<file path="src/rtl/swd_pkg.sv">
package swd_pkg;

    typedef enum logic [3:0] {
        ST_IDLE,
        ST_LRST,
        ST_LIDLE,
        ST_HDR,
        ST_TRN_A,
        ST_ACK,
        ST_DATA,
        ST_TRN_B,
        ST_TAIL,
        ST_FIN
    } swd_state_e;

    localparam int ACK_W   = 3;
    localparam int HDR_W   = 8;

    localparam logic [ACK_W-1:0] ACK_OK    = 3'b001;
    localparam logic [ACK_W-1:0] ACK_WAIT  = 3'b010;
    localparam logic [ACK_W-1:0] ACK_FAULT = 3'b100;

    // Request bits indexed by wire position: index 0 leaves first.
    function automatic logic [HDR_W-1:0] make_request(input logic ap, input logic [1:0] a);
        logic par;
        par = ap ^ 1'b1 ^ a[0] ^ a[1];
        return {1'b1, 1'b0, par, a[1], a[0], 1'b1, ap, 1'b1};
    endfunction

    function automatic logic ack_is_legal(input logic [ACK_W-1:0] code);
        return (code == ACK_OK) || (code == ACK_WAIT) || (code == ACK_FAULT);
    endfunction

endpackage

</file>
<file path="src/rtl/swd_clk_gen.sv">
module swd_clk_gen #(
    parameter int DIV_W = 8
) (
    input  logic             clk,
    input  logic             rst_n,
    input  logic             en,
    input  logic [DIV_W-1:0] div,
    output logic             swclk,
    output logic             bit_start,
    output logic             bit_sample
);

    logic [DIV_W-1:0] cnt_q;
    logic             sclk_q;
    logic             first_q;
    logic             wrap;

    assign wrap = (cnt_q == div);

    always_ff @(posedge clk or negedge rst_n) begin
        if (!rst_n) begin
            cnt_q   <= '0;
            sclk_q  <= 1'b0;
            first_q <= 1'b1;
        end else if (!en) begin
            cnt_q   <= '0;
            sclk_q  <= 1'b0;
            first_q <= 1'b1;
        end else if (first_q) begin
            first_q <= 1'b0;
            cnt_q   <= '0;
        end else if (wrap) begin
            cnt_q  <= '0;
            sclk_q <= ~sclk_q;
        end else begin
            cnt_q <= cnt_q + 1'b1;
        end
    end

    assign swclk      = sclk_q;
    assign bit_start  = en & (first_q | (wrap & sclk_q));
    assign bit_sample = en & ~first_q & wrap & ~sclk_q;


    idle_low_chk: assert property (@(posedge clk) disable iff (!rst_n)
        !en |=> !swclk);


    strobe_excl_chk: assert property (@(posedge clk) disable iff (!rst_n)
        $onehot0({bit_start, bit_sample}));

endmodule

</file>
<file path="src/rtl/swd_rx_capture.sv">
module swd_rx_capture #(
    parameter int ACK_W  = 3,
    parameter int DATA_W = 32
) (
    input  logic              clk,
    input  logic              rst_n,
    input  logic              clr,
    input  logic              ack_en,
    input  logic              data_en,
    input  logic              bit_in,
    output logic [ACK_W-1:0]  ack_now,
    output logic [ACK_W-1:0]  ack_q,
    output logic [DATA_W-1:0] data_word,
    output logic              par_err
);

    localparam int SH_W = DATA_W + 1;

    logic [SH_W-1:0] sh_q;

    always_ff @(posedge clk or negedge rst_n) begin
        if (!rst_n) begin
            ack_q <= '0;
            sh_q  <= '0;
        end else if (clr) begin
            ack_q <= '0;
            sh_q  <= '0;
        end else begin
            if (ack_en) begin
                ack_q <= ack_now;
            end
            if (data_en) begin
                sh_q <= {bit_in, sh_q[SH_W-1:1]};
            end
        end
    end

    assign ack_now   = {bit_in, ack_q[ACK_W-1:1]};
    assign data_word = sh_q[DATA_W-1:0];
    assign par_err   = (^sh_q[DATA_W-1:0]) ^ sh_q[SH_W-1];

endmodule

</file>
<file path="src/rtl/swd_read_ctrl.sv">
module swd_read_ctrl
    import swd_pkg::*;
#(
    parameter int RST_LEN  = 50,
    parameter int IDLE_LEN = 2,
    parameter int TAIL_LEN = 2,
    parameter int DATA_W   = 32
) (
    input  logic              clk,
    input  logic              rst_n,
    input  logic              start,
    input  logic              ap_ndp,
    input  logic [1:0]        addr,
    input  logic              reset_first,
    input  logic              swclk,
    input  logic              bit_start,
    input  logic              bit_sample,
    input  logic [ACK_W-1:0]  ack_now,
    input  logic [ACK_W-1:0]  ack_q,
    input  logic [DATA_W-1:0] data_word,
    input  logic              par_err,
    output logic              gen_en,
    output logic              cap_clr,
    output logic              ack_en,
    output logic              data_en,
    output logic              swdio_o,
    output logic              swdio_oe,
    output logic              busy,
    output logic              done,
    output logic [DATA_W-1:0] rdata,
    output logic [ACK_W-1:0]  ack_code,
    output logic              proto_err,
    output logic              parity_err
);

    localparam int DATA_BITS = DATA_W + 1;
    localparam int CNT_MAX   = (RST_LEN > DATA_BITS) ? RST_LEN : DATA_BITS;
    localparam int CNT_W     = $clog2(CNT_MAX + 1);

    localparam logic [CNT_W-1:0] RST_LAST  = CNT_W'(RST_LEN - 1);
    localparam logic [CNT_W-1:0] IDLE_LAST = CNT_W'(IDLE_LEN - 1);
    localparam logic [CNT_W-1:0] TAIL_LAST = CNT_W'(TAIL_LEN - 1);
    localparam logic [CNT_W-1:0] HDR_LAST  = CNT_W'(HDR_W - 1);
    localparam logic [CNT_W-1:0] ACK_LAST  = CNT_W'(ACK_W - 1);
    localparam logic [CNT_W-1:0] DATA_LAST = CNT_W'(DATA_W);

    swd_state_e       state_q, state_d;
    logic [CNT_W-1:0] cnt_q, cnt_d;
    logic [HDR_W-1:0] hdr_q, hdr_d;
    logic             ack_ok;

    // State register
    always_ff @(posedge clk or negedge rst_n) begin
        if (!rst_n) begin
            state_q <= ST_IDLE;
            cnt_q   <= '0;
            hdr_q   <= '0;
        end else begin
            state_q <= state_d;
            cnt_q   <= cnt_d;
            hdr_q   <= hdr_d;
        end
    end

    // Next state
    always_comb begin
        state_d = state_q;
        cnt_d   = cnt_q;
        hdr_d   = hdr_q;
        unique case (state_q)
            ST_IDLE: begin
                if (start) begin
                    hdr_d   = make_request(ap_ndp, addr);
                    cnt_d   = '0;
                    state_d = reset_first ? ST_LRST : ST_HDR;
                end
            end
            ST_LRST: begin
                if (bit_sample) begin
                    if (cnt_q == RST_LAST) begin
                        cnt_d   = '0;
                        state_d = ST_LIDLE;
                    end else begin
                        cnt_d = cnt_q + 1'b1;
                    end
                end
            end
            ST_LIDLE: begin
                if (bit_sample) begin
                    if (cnt_q == IDLE_LAST) begin
                        cnt_d   = '0;
                        state_d = ST_HDR;
                    end else begin
                        cnt_d = cnt_q + 1'b1;
                    end
                end
            end
            ST_HDR: begin
                if (bit_sample) begin
                    if (cnt_q == HDR_LAST) begin
                        cnt_d   = '0;
                        state_d = ST_TRN_A;
                    end else begin
                        cnt_d = cnt_q + 1'b1;
                    end
                end
            end
            ST_TRN_A: begin
                if (bit_sample) begin
                    cnt_d   = '0;
                    state_d = ST_ACK;
                end
            end
            ST_ACK: begin
                if (bit_sample) begin
                    if (cnt_q == ACK_LAST) begin
                        cnt_d   = '0;
                        state_d = (ack_now == ACK_OK) ? ST_DATA : ST_TRN_B;
                    end else begin
                        cnt_d = cnt_q + 1'b1;
                    end
                end
            end
            ST_DATA: begin
                if (bit_sample) begin
                    if (cnt_q == DATA_LAST) begin
                        cnt_d   = '0;
                        state_d = ST_TRN_B;
                    end else begin
                        cnt_d = cnt_q + 1'b1;
                    end
                end
            end
            ST_TRN_B: begin
                if (bit_sample) begin
                    cnt_d   = '0;
                    state_d = ST_TAIL;
                end
            end
            ST_TAIL: begin
                if (bit_sample) begin
                    if (cnt_q == TAIL_LAST) begin
                        cnt_d   = '0;
                        state_d = ST_FIN;
                    end else begin
                        cnt_d = cnt_q + 1'b1;
                    end
                end
            end
            ST_FIN: begin
                if (bit_start) begin
                    state_d = ST_IDLE;
                end
            end
            default: state_d = ST_IDLE;
        endcase
    end

    assign gen_en  = (state_q != ST_IDLE);
    assign busy    = gen_en;
    assign cap_clr = (state_q == ST_IDLE) & start;
    assign ack_en  = (state_q == ST_ACK)  & bit_sample;
    assign data_en = (state_q == ST_DATA) & bit_sample;
    assign ack_ok  = (ack_q == ACK_OK);

    // Outputs
    always_ff @(posedge clk or negedge rst_n) begin
        if (!rst_n) begin
            swdio_o    <= 1'b0;
            swdio_oe   <= 1'b1;
            done       <= 1'b0;
            rdata      <= '0;
            ack_code   <= '0;
            proto_err  <= 1'b0;
            parity_err <= 1'b0;
        end else begin
            done <= 1'b0;
            if (bit_start) begin
                unique case (state_q)
                    ST_IDLE: ;
                    ST_LRST: begin
                        swdio_oe <= 1'b1;
                        swdio_o  <= 1'b1;
                    end
                    ST_LIDLE, ST_TAIL, ST_FIN: begin
                        swdio_oe <= 1'b1;
                        swdio_o  <= 1'b0;
                    end
                    ST_HDR: begin
                        swdio_oe <= 1'b1;
                        swdio_o  <= hdr_q[cnt_q[2:0]];
                    end
                    ST_TRN_A, ST_ACK, ST_DATA, ST_TRN_B: begin
                        swdio_oe <= 1'b0;
                        swdio_o  <= 1'b0;
                    end
                endcase
            end
            if ((state_q == ST_FIN) && bit_start) begin
                done       <= 1'b1;
                ack_code   <= ack_q;
                rdata      <= ack_ok ? data_word : '0;
                parity_err <= ack_ok & par_err;
                proto_err  <= ~ack_is_legal(ack_q);
            end
        end
    end


    dio_low_phase_chk: assert property (@(posedge clk) disable iff (!rst_n)
        !$stable({swdio_oe, swdio_o}) |-> !swclk);


    line_released_chk: assert property (@(posedge clk) disable iff (!rst_n)
        (bit_sample && ((state_q == ST_ACK) || (state_q == ST_DATA))) |-> !swdio_oe);


    cmd_hold_chk: assert property (@(posedge clk) disable iff (!rst_n)
        (busy && start) |=> $stable(hdr_q));


    done_pulse_chk: assert property (@(posedge clk) disable iff (!rst_n)
        done |=> !done);


    nonok_zero_chk: assert property (@(posedge clk) disable iff (!rst_n)
        (done && (ack_code != ACK_OK)) |-> ((rdata == '0) && !parity_err));

endmodule

</file>
<file path="src/rtl/swd_read_host.sv">
module swd_read_host
    import swd_pkg::*;
#(
    parameter int DIV_W    = 8,
    parameter int RST_LEN  = 50,
    parameter int IDLE_LEN = 2,
    parameter int TAIL_LEN = 2,
    parameter int DATA_W   = 32
) (
    input  logic              clk,
    input  logic              rst_n,
    input  logic [DIV_W-1:0]  clk_div,
    input  logic              start,
    input  logic              ap_ndp,
    input  logic [1:0]        addr,
    input  logic              reset_first,
    input  logic              swdio_i,
    output logic              swclk,
    output logic              swdio_o,
    output logic              swdio_oe,
    output logic              busy,
    output logic              done,
    output logic [DATA_W-1:0] rdata,
    output logic [ACK_W-1:0]  ack_code,
    output logic              proto_err,
    output logic              parity_err
);

    logic              gen_en;
    logic              bit_start;
    logic              bit_sample;
    logic              cap_clr;
    logic              ack_en;
    logic              data_en;
    logic [ACK_W-1:0]  ack_now;
    logic [ACK_W-1:0]  ack_q;
    logic [DATA_W-1:0] data_word;
    logic              par_err;

    swd_clk_gen #(
        .DIV_W (DIV_W)
    ) i_clk_gen (
        .clk        (clk),
        .rst_n      (rst_n),
        .en         (gen_en),
        .div        (clk_div),
        .swclk      (swclk),
        .bit_start  (bit_start),
        .bit_sample (bit_sample)
    );

    swd_rx_capture #(
        .ACK_W  (ACK_W),
        .DATA_W (DATA_W)
    ) i_rx_capture (
        .clk       (clk),
        .rst_n     (rst_n),
        .clr       (cap_clr),
        .ack_en    (ack_en),
        .data_en   (data_en),
        .bit_in    (swdio_i),
        .ack_now   (ack_now),
        .ack_q     (ack_q),
        .data_word (data_word),
        .par_err   (par_err)
    );

    swd_read_ctrl #(
        .RST_LEN  (RST_LEN),
        .IDLE_LEN (IDLE_LEN),
        .TAIL_LEN (TAIL_LEN),
        .DATA_W   (DATA_W)
    ) i_read_ctrl (
        .clk         (clk),
        .rst_n       (rst_n),
        .start       (start),
        .ap_ndp      (ap_ndp),
        .addr        (addr),
        .reset_first (reset_first),
        .swclk       (swclk),
        .bit_start   (bit_start),
        .bit_sample  (bit_sample),
        .ack_now     (ack_now),
        .ack_q       (ack_q),
        .data_word   (data_word),
        .par_err     (par_err),
        .gen_en      (gen_en),
        .cap_clr     (cap_clr),
        .ack_en      (ack_en),
        .data_en     (data_en),
        .swdio_o     (swdio_o),
        .swdio_oe    (swdio_oe),
        .busy        (busy),
        .done        (done),
        .rdata       (rdata),
        .ack_code    (ack_code),
        .proto_err   (proto_err),
        .parity_err  (parity_err)
    );

endmodule

</file>
<file path="config.mk">
export PLATFORM = sky130hd
export DESIGN_NAME = swd_read_host
export DESIGN_NICKNAME = d
export VERILOG_FILES = /design/src/rtl/swd_pkg.sv /design/src/rtl/swd_clk_gen.sv /design/src/rtl/swd_rx_capture.sv /design/src/rtl/swd_read_ctrl.sv /design/src/rtl/swd_read_host.sv
export SDC_FILE = /design/constraint.sdc
export NUM_CORES = 1
export LEC_CHECK = 0
export BUFFER_PORTS_ARGS = -buffer_cell sky130_fd_sc_hd__buf_2
export CORE_MARGIN = 4
export CORE_UTILIZATION = 40
export CTS_CLUSTER_DIAMETER = 40
export DETAILED_ROUTE_END_ITERATION = 16
export PLACE_DENSITY_LB_ADDON = 0.3
export RECOVER_POWER = 25
export SYNTH_ARGS = -nofsm -noshare
export SYNTH_HDL_FRONTEND = slang
export SYNTH_SLANG_ARGS = --single-unit
</file>
<file path="constraint.sdc">
create_clock -name clk -period 6.7 [get_ports clk]
set_input_delay 1.675 -clock clk [delete_from_list [all_inputs] [get_ports clk]]
set_output_delay 1.675 -clock clk [all_outputs]
set_load 0.03 [all_outputs]
</file>
==> summary.md <==
| Metric | Value |
|---|---|
| Worst path cell trace | buf_2, xnor2_1, nand4_1, nor4_2, and3_1, nand2_1, a21oi_1 |
| Failing checks | max-capacitance violations, max-slew violations |
| WL/cell | 15.3 µm |
| Slowest CP cell | and3_1 |
| Reg power frac | 0.492 |
| Cells after synthesis | 471 |
| Vias per cell | roughly 5.3 |
| DRT iter0 DRCs | about 240 |
| Synth warn | 0 |
| Final max-slew violation count | 72 |
| Sum Neg Setup Slack | 0 ns |
| Cts-stage hold buffer count | 0 |
| GP Congestion | 0.873 |
| Area of the multi-input gates | 2120 µm² |
| Vias in the first global route | 3417 |
| Worst-case clock buffer depth | 2 |
| Combinational Power Share | 0.156 |
| Peak supply drop | between 0.0001 and 0.00015 V |
| Num ports | 58 |
| RSZ-0062 raised after global routing | false |
| Max-cap viol count | 2 |
| Max_slew headroom | -0.138 |
| Via count | roughly 3.5k |
| Worst Path Max Fanout | 33 |
| Final #Nets | 537 |
| Worst setup SP type | primary input |
| Power density cells | 275 nW/µm² |
| Asr flop ratio synth | 1.00 |
| Post-CTS Repair Setup Buffers | 0 |
| Synth area leaders | dfrtp_1 (51%), nand2_1 (7.0%), a22o_1 (6.7%) |
| Largest net degree at the start of global routing | 72 |
| Most frequent cells in the layout | dfrtp_1 (99), nand2_1 (90), a21oi_1 (39), xnor2_1 (37), a22o_1 (37) |
| Cell area after synthesis | approximately 4800 µm² |
| Register area share after synthesis | 0.524 |
| Crit path DAT | 4.30 ns |
| CTS tree | yes |
| DRT Pass-1 Iters | 5 |
| Starting Density | 0.416 |
| First-pass GRT wire length | 17.3 mm |
| Sw Pwr | 0.443 mW |
| Sw Share | 0.295 |
| Post_cts resized | 0 |
| Buffers on Ports | 57 |
| Syn Nets | 492 |
| Critical path type | in -> reg |
| CTS Sinks | between 100 and 150 |
| EDFF count, synth | 0 |
| CTS Buf Count | 9 |
| Routed wire length | 10.1 mm |
| Crit end category | flip-flop |
| Top cell type's share of synthesized area | 0.513 |
| Global-route total usage across every layer | 0.149 |
| Worst stage delay on the critical path | 1.07 ns |
| Die area | 13900 µm² |
| Skew final | 0.0107 ns |
| Tot Pwr | 1.50 mW |
| Die W | 118 µm |
| Row cnt | 39 |
| Number of antenna violations at the first check in global routing | 1 |
| Clock latency on the worst-skew pair | 0.34 ns |
| Hold Vio Cnt, Final | 0 |
| H-tree levels | 3 |
| Fillcell total | 1114 |
| Most common cell after layout, fill and taps aside | dfrtp_1 |
| Diode count | 0 |
| Clock share of power | 0.352 |
| P&R area growth vs syn | 13.0% |
| Crit path time final | 4.06 ns |
| Reg area | 2530 µm² |
| Max Freq | about 0.25 GHz |
| Type of the most critical hold path | reg -> reg |
| Final Cycle Share | 0.606 |
| Leakage power | 2.46 nW |
| Share of cells above drive strength 1 | 0.119 |
| Global route overflow | 0 |
| Dpl hpwl | slightly below 7 mm |
| Core Area | 11600 µm² |
| DRC | 0 |
| Post-synthesis register bit count | around 100 |
| Critical path required time | roughly 6.9 ns |
| Final setup viols | 0 |
| Clock-pin slew on the worst setup and hold paths | 0.07 ns |
| CP top delay family | simple AND/OR/NAND/NOR gates |
| Synth cell types | 52 |
| Cells after DPL | between 600 and 700 |
| Status | finished with violations |
| CP Buf/Inv Count | 1 |
| Dominant synthesized flop cell | dfrtp_1 |
| Worst-Margin Slew | 1.71 ns |
| Non-Filler Instances | 664 |
| Final ANT Viol Nets | 0 |
| Int Pwr | about 1.1 mW |
| Post-synth top area cell | dfrtp_1 |
| Syn_area_per_cell | 10.2 µm² |
| Clock Root Buffer | clkbuf_16 |
| Die Ht | around 120 µm |
path summary, 6_finish.rpt:
check / startpoint / end / slack [ns] / cells past startpoint
max: clk_div[5] / i_rx_capture.sh_q[29] / 2.64 / 7
min: i_read_ctrl.hdr_q[1] / i_read_ctrl.hdr_q[1] / 0.48 / 2
max reg2reg: i_read_ctrl.state_q[0] / i_rx_capture.ack_q[2] / 3.52 / 4
min reg2reg: i_read_ctrl.hdr_q[1] / i_read_ctrl.hdr_q[1] / 0.48 / 2
max in group asynchronous: rst_n / i_rx_capture.sh_q[3] / 3.29 / 2
min in group asynchronous: rst_n / i_read_ctrl.rdata[18] / 1.73 / 1
state kept, by name, indices dropped and copies added, names as in the netlist:
name                    count
i_clk_gen.cnt_q             8
i_clk_gen.first_q           1
i_clk_gen.swclk             1
i_read_ctrl.ack_code        3
i_read_ctrl.cnt_q           6
i_read_ctrl.done            1
i_read_ctrl.hdr_q           5
i_read_ctrl.parity_err      1
i_read_ctrl.proto_err       1
i_read_ctrl.rdata          32
i_read_ctrl.state_q         4
i_read_ctrl.swdio_o         1
i_read_ctrl.swdio_oe        1
i_rx_capture.ack_q          3
i_rx_capture.sh_q          33
metrics by stage:
stage                     setup WS, ns  hold WS [ns]  utilization  area (µm²)
after CTS                         2.66         0.489        0.473        5490
after floorplan                   3.26         0.445            -        4830
after detailed placement          2.32         0.471        0.447        5190
after global placement            2.38         0.459        0.447        5190
final                             2.64         0.483        0.470        5460
after global routing              2.34         0.503        0.470        5460
power groups by stage:
stage	sequential [mW]	clock (mW)	combinational, mW
floorplan	0.731	0	0.187
global placement	0.748	0	0.234
detailed placement	0.750	0	0.238
CTS	0.739	0.539	0.239
global route	0.750	0.568	0.269
finish	0.739	0.529	0.235
layout make-up:
cell class                 count  area share
sequential                   101       0.464
multi-input combinational    331       0.388
timing repair buffer          61      0.0511
clock buffer                   9      0.0413
tap                          143      0.0328
clock inverter                 7      0.0144
inverter                      12     0.00826
worst register-to-register path: stages, from the launching register on:
cell and delay (ns):
dfrtp_1 0.58, nor4_1 0.81, and2_0 0.22, clkbuf_1 1.24, nor2_1 0.15
kinds of logic after synthesis:
group	share of synthesized area
buffers and inverters	0.0368
adders and majority gates	0.0130
DFF	0.524
xor gates and xnor gates	0.0900
muxes	0.0218
AOI/OAI and AO/OA	0.157
and+or+nand+nor	0.157
metal layers:
layer	track usage	up-vias	share of wire
li1	-	1730	-
met1	0.216	1693	0.49
met2	0.226	78	0.45
met3	0.0322	13	0.050
met4	0.0440	2	0.014
met5	0	-	0.0013
synth_stat cells (4+ instances only):
master	instances
a22o_1	37
dfrtp_1	99
xnor2_1	37
nand2_1	90
a21oi_1	39
o21ai_0	6
nor4_1	5
nor2_1	26
xor2_1	10
mux2_2	4
buf_2	10
clkbuf_1	13
a211oi_1	6
nand3_1	16
mux2i_1	6
inv_1	12
ha_1	5
Note: power is estimated with default switching activity, not from simulation.
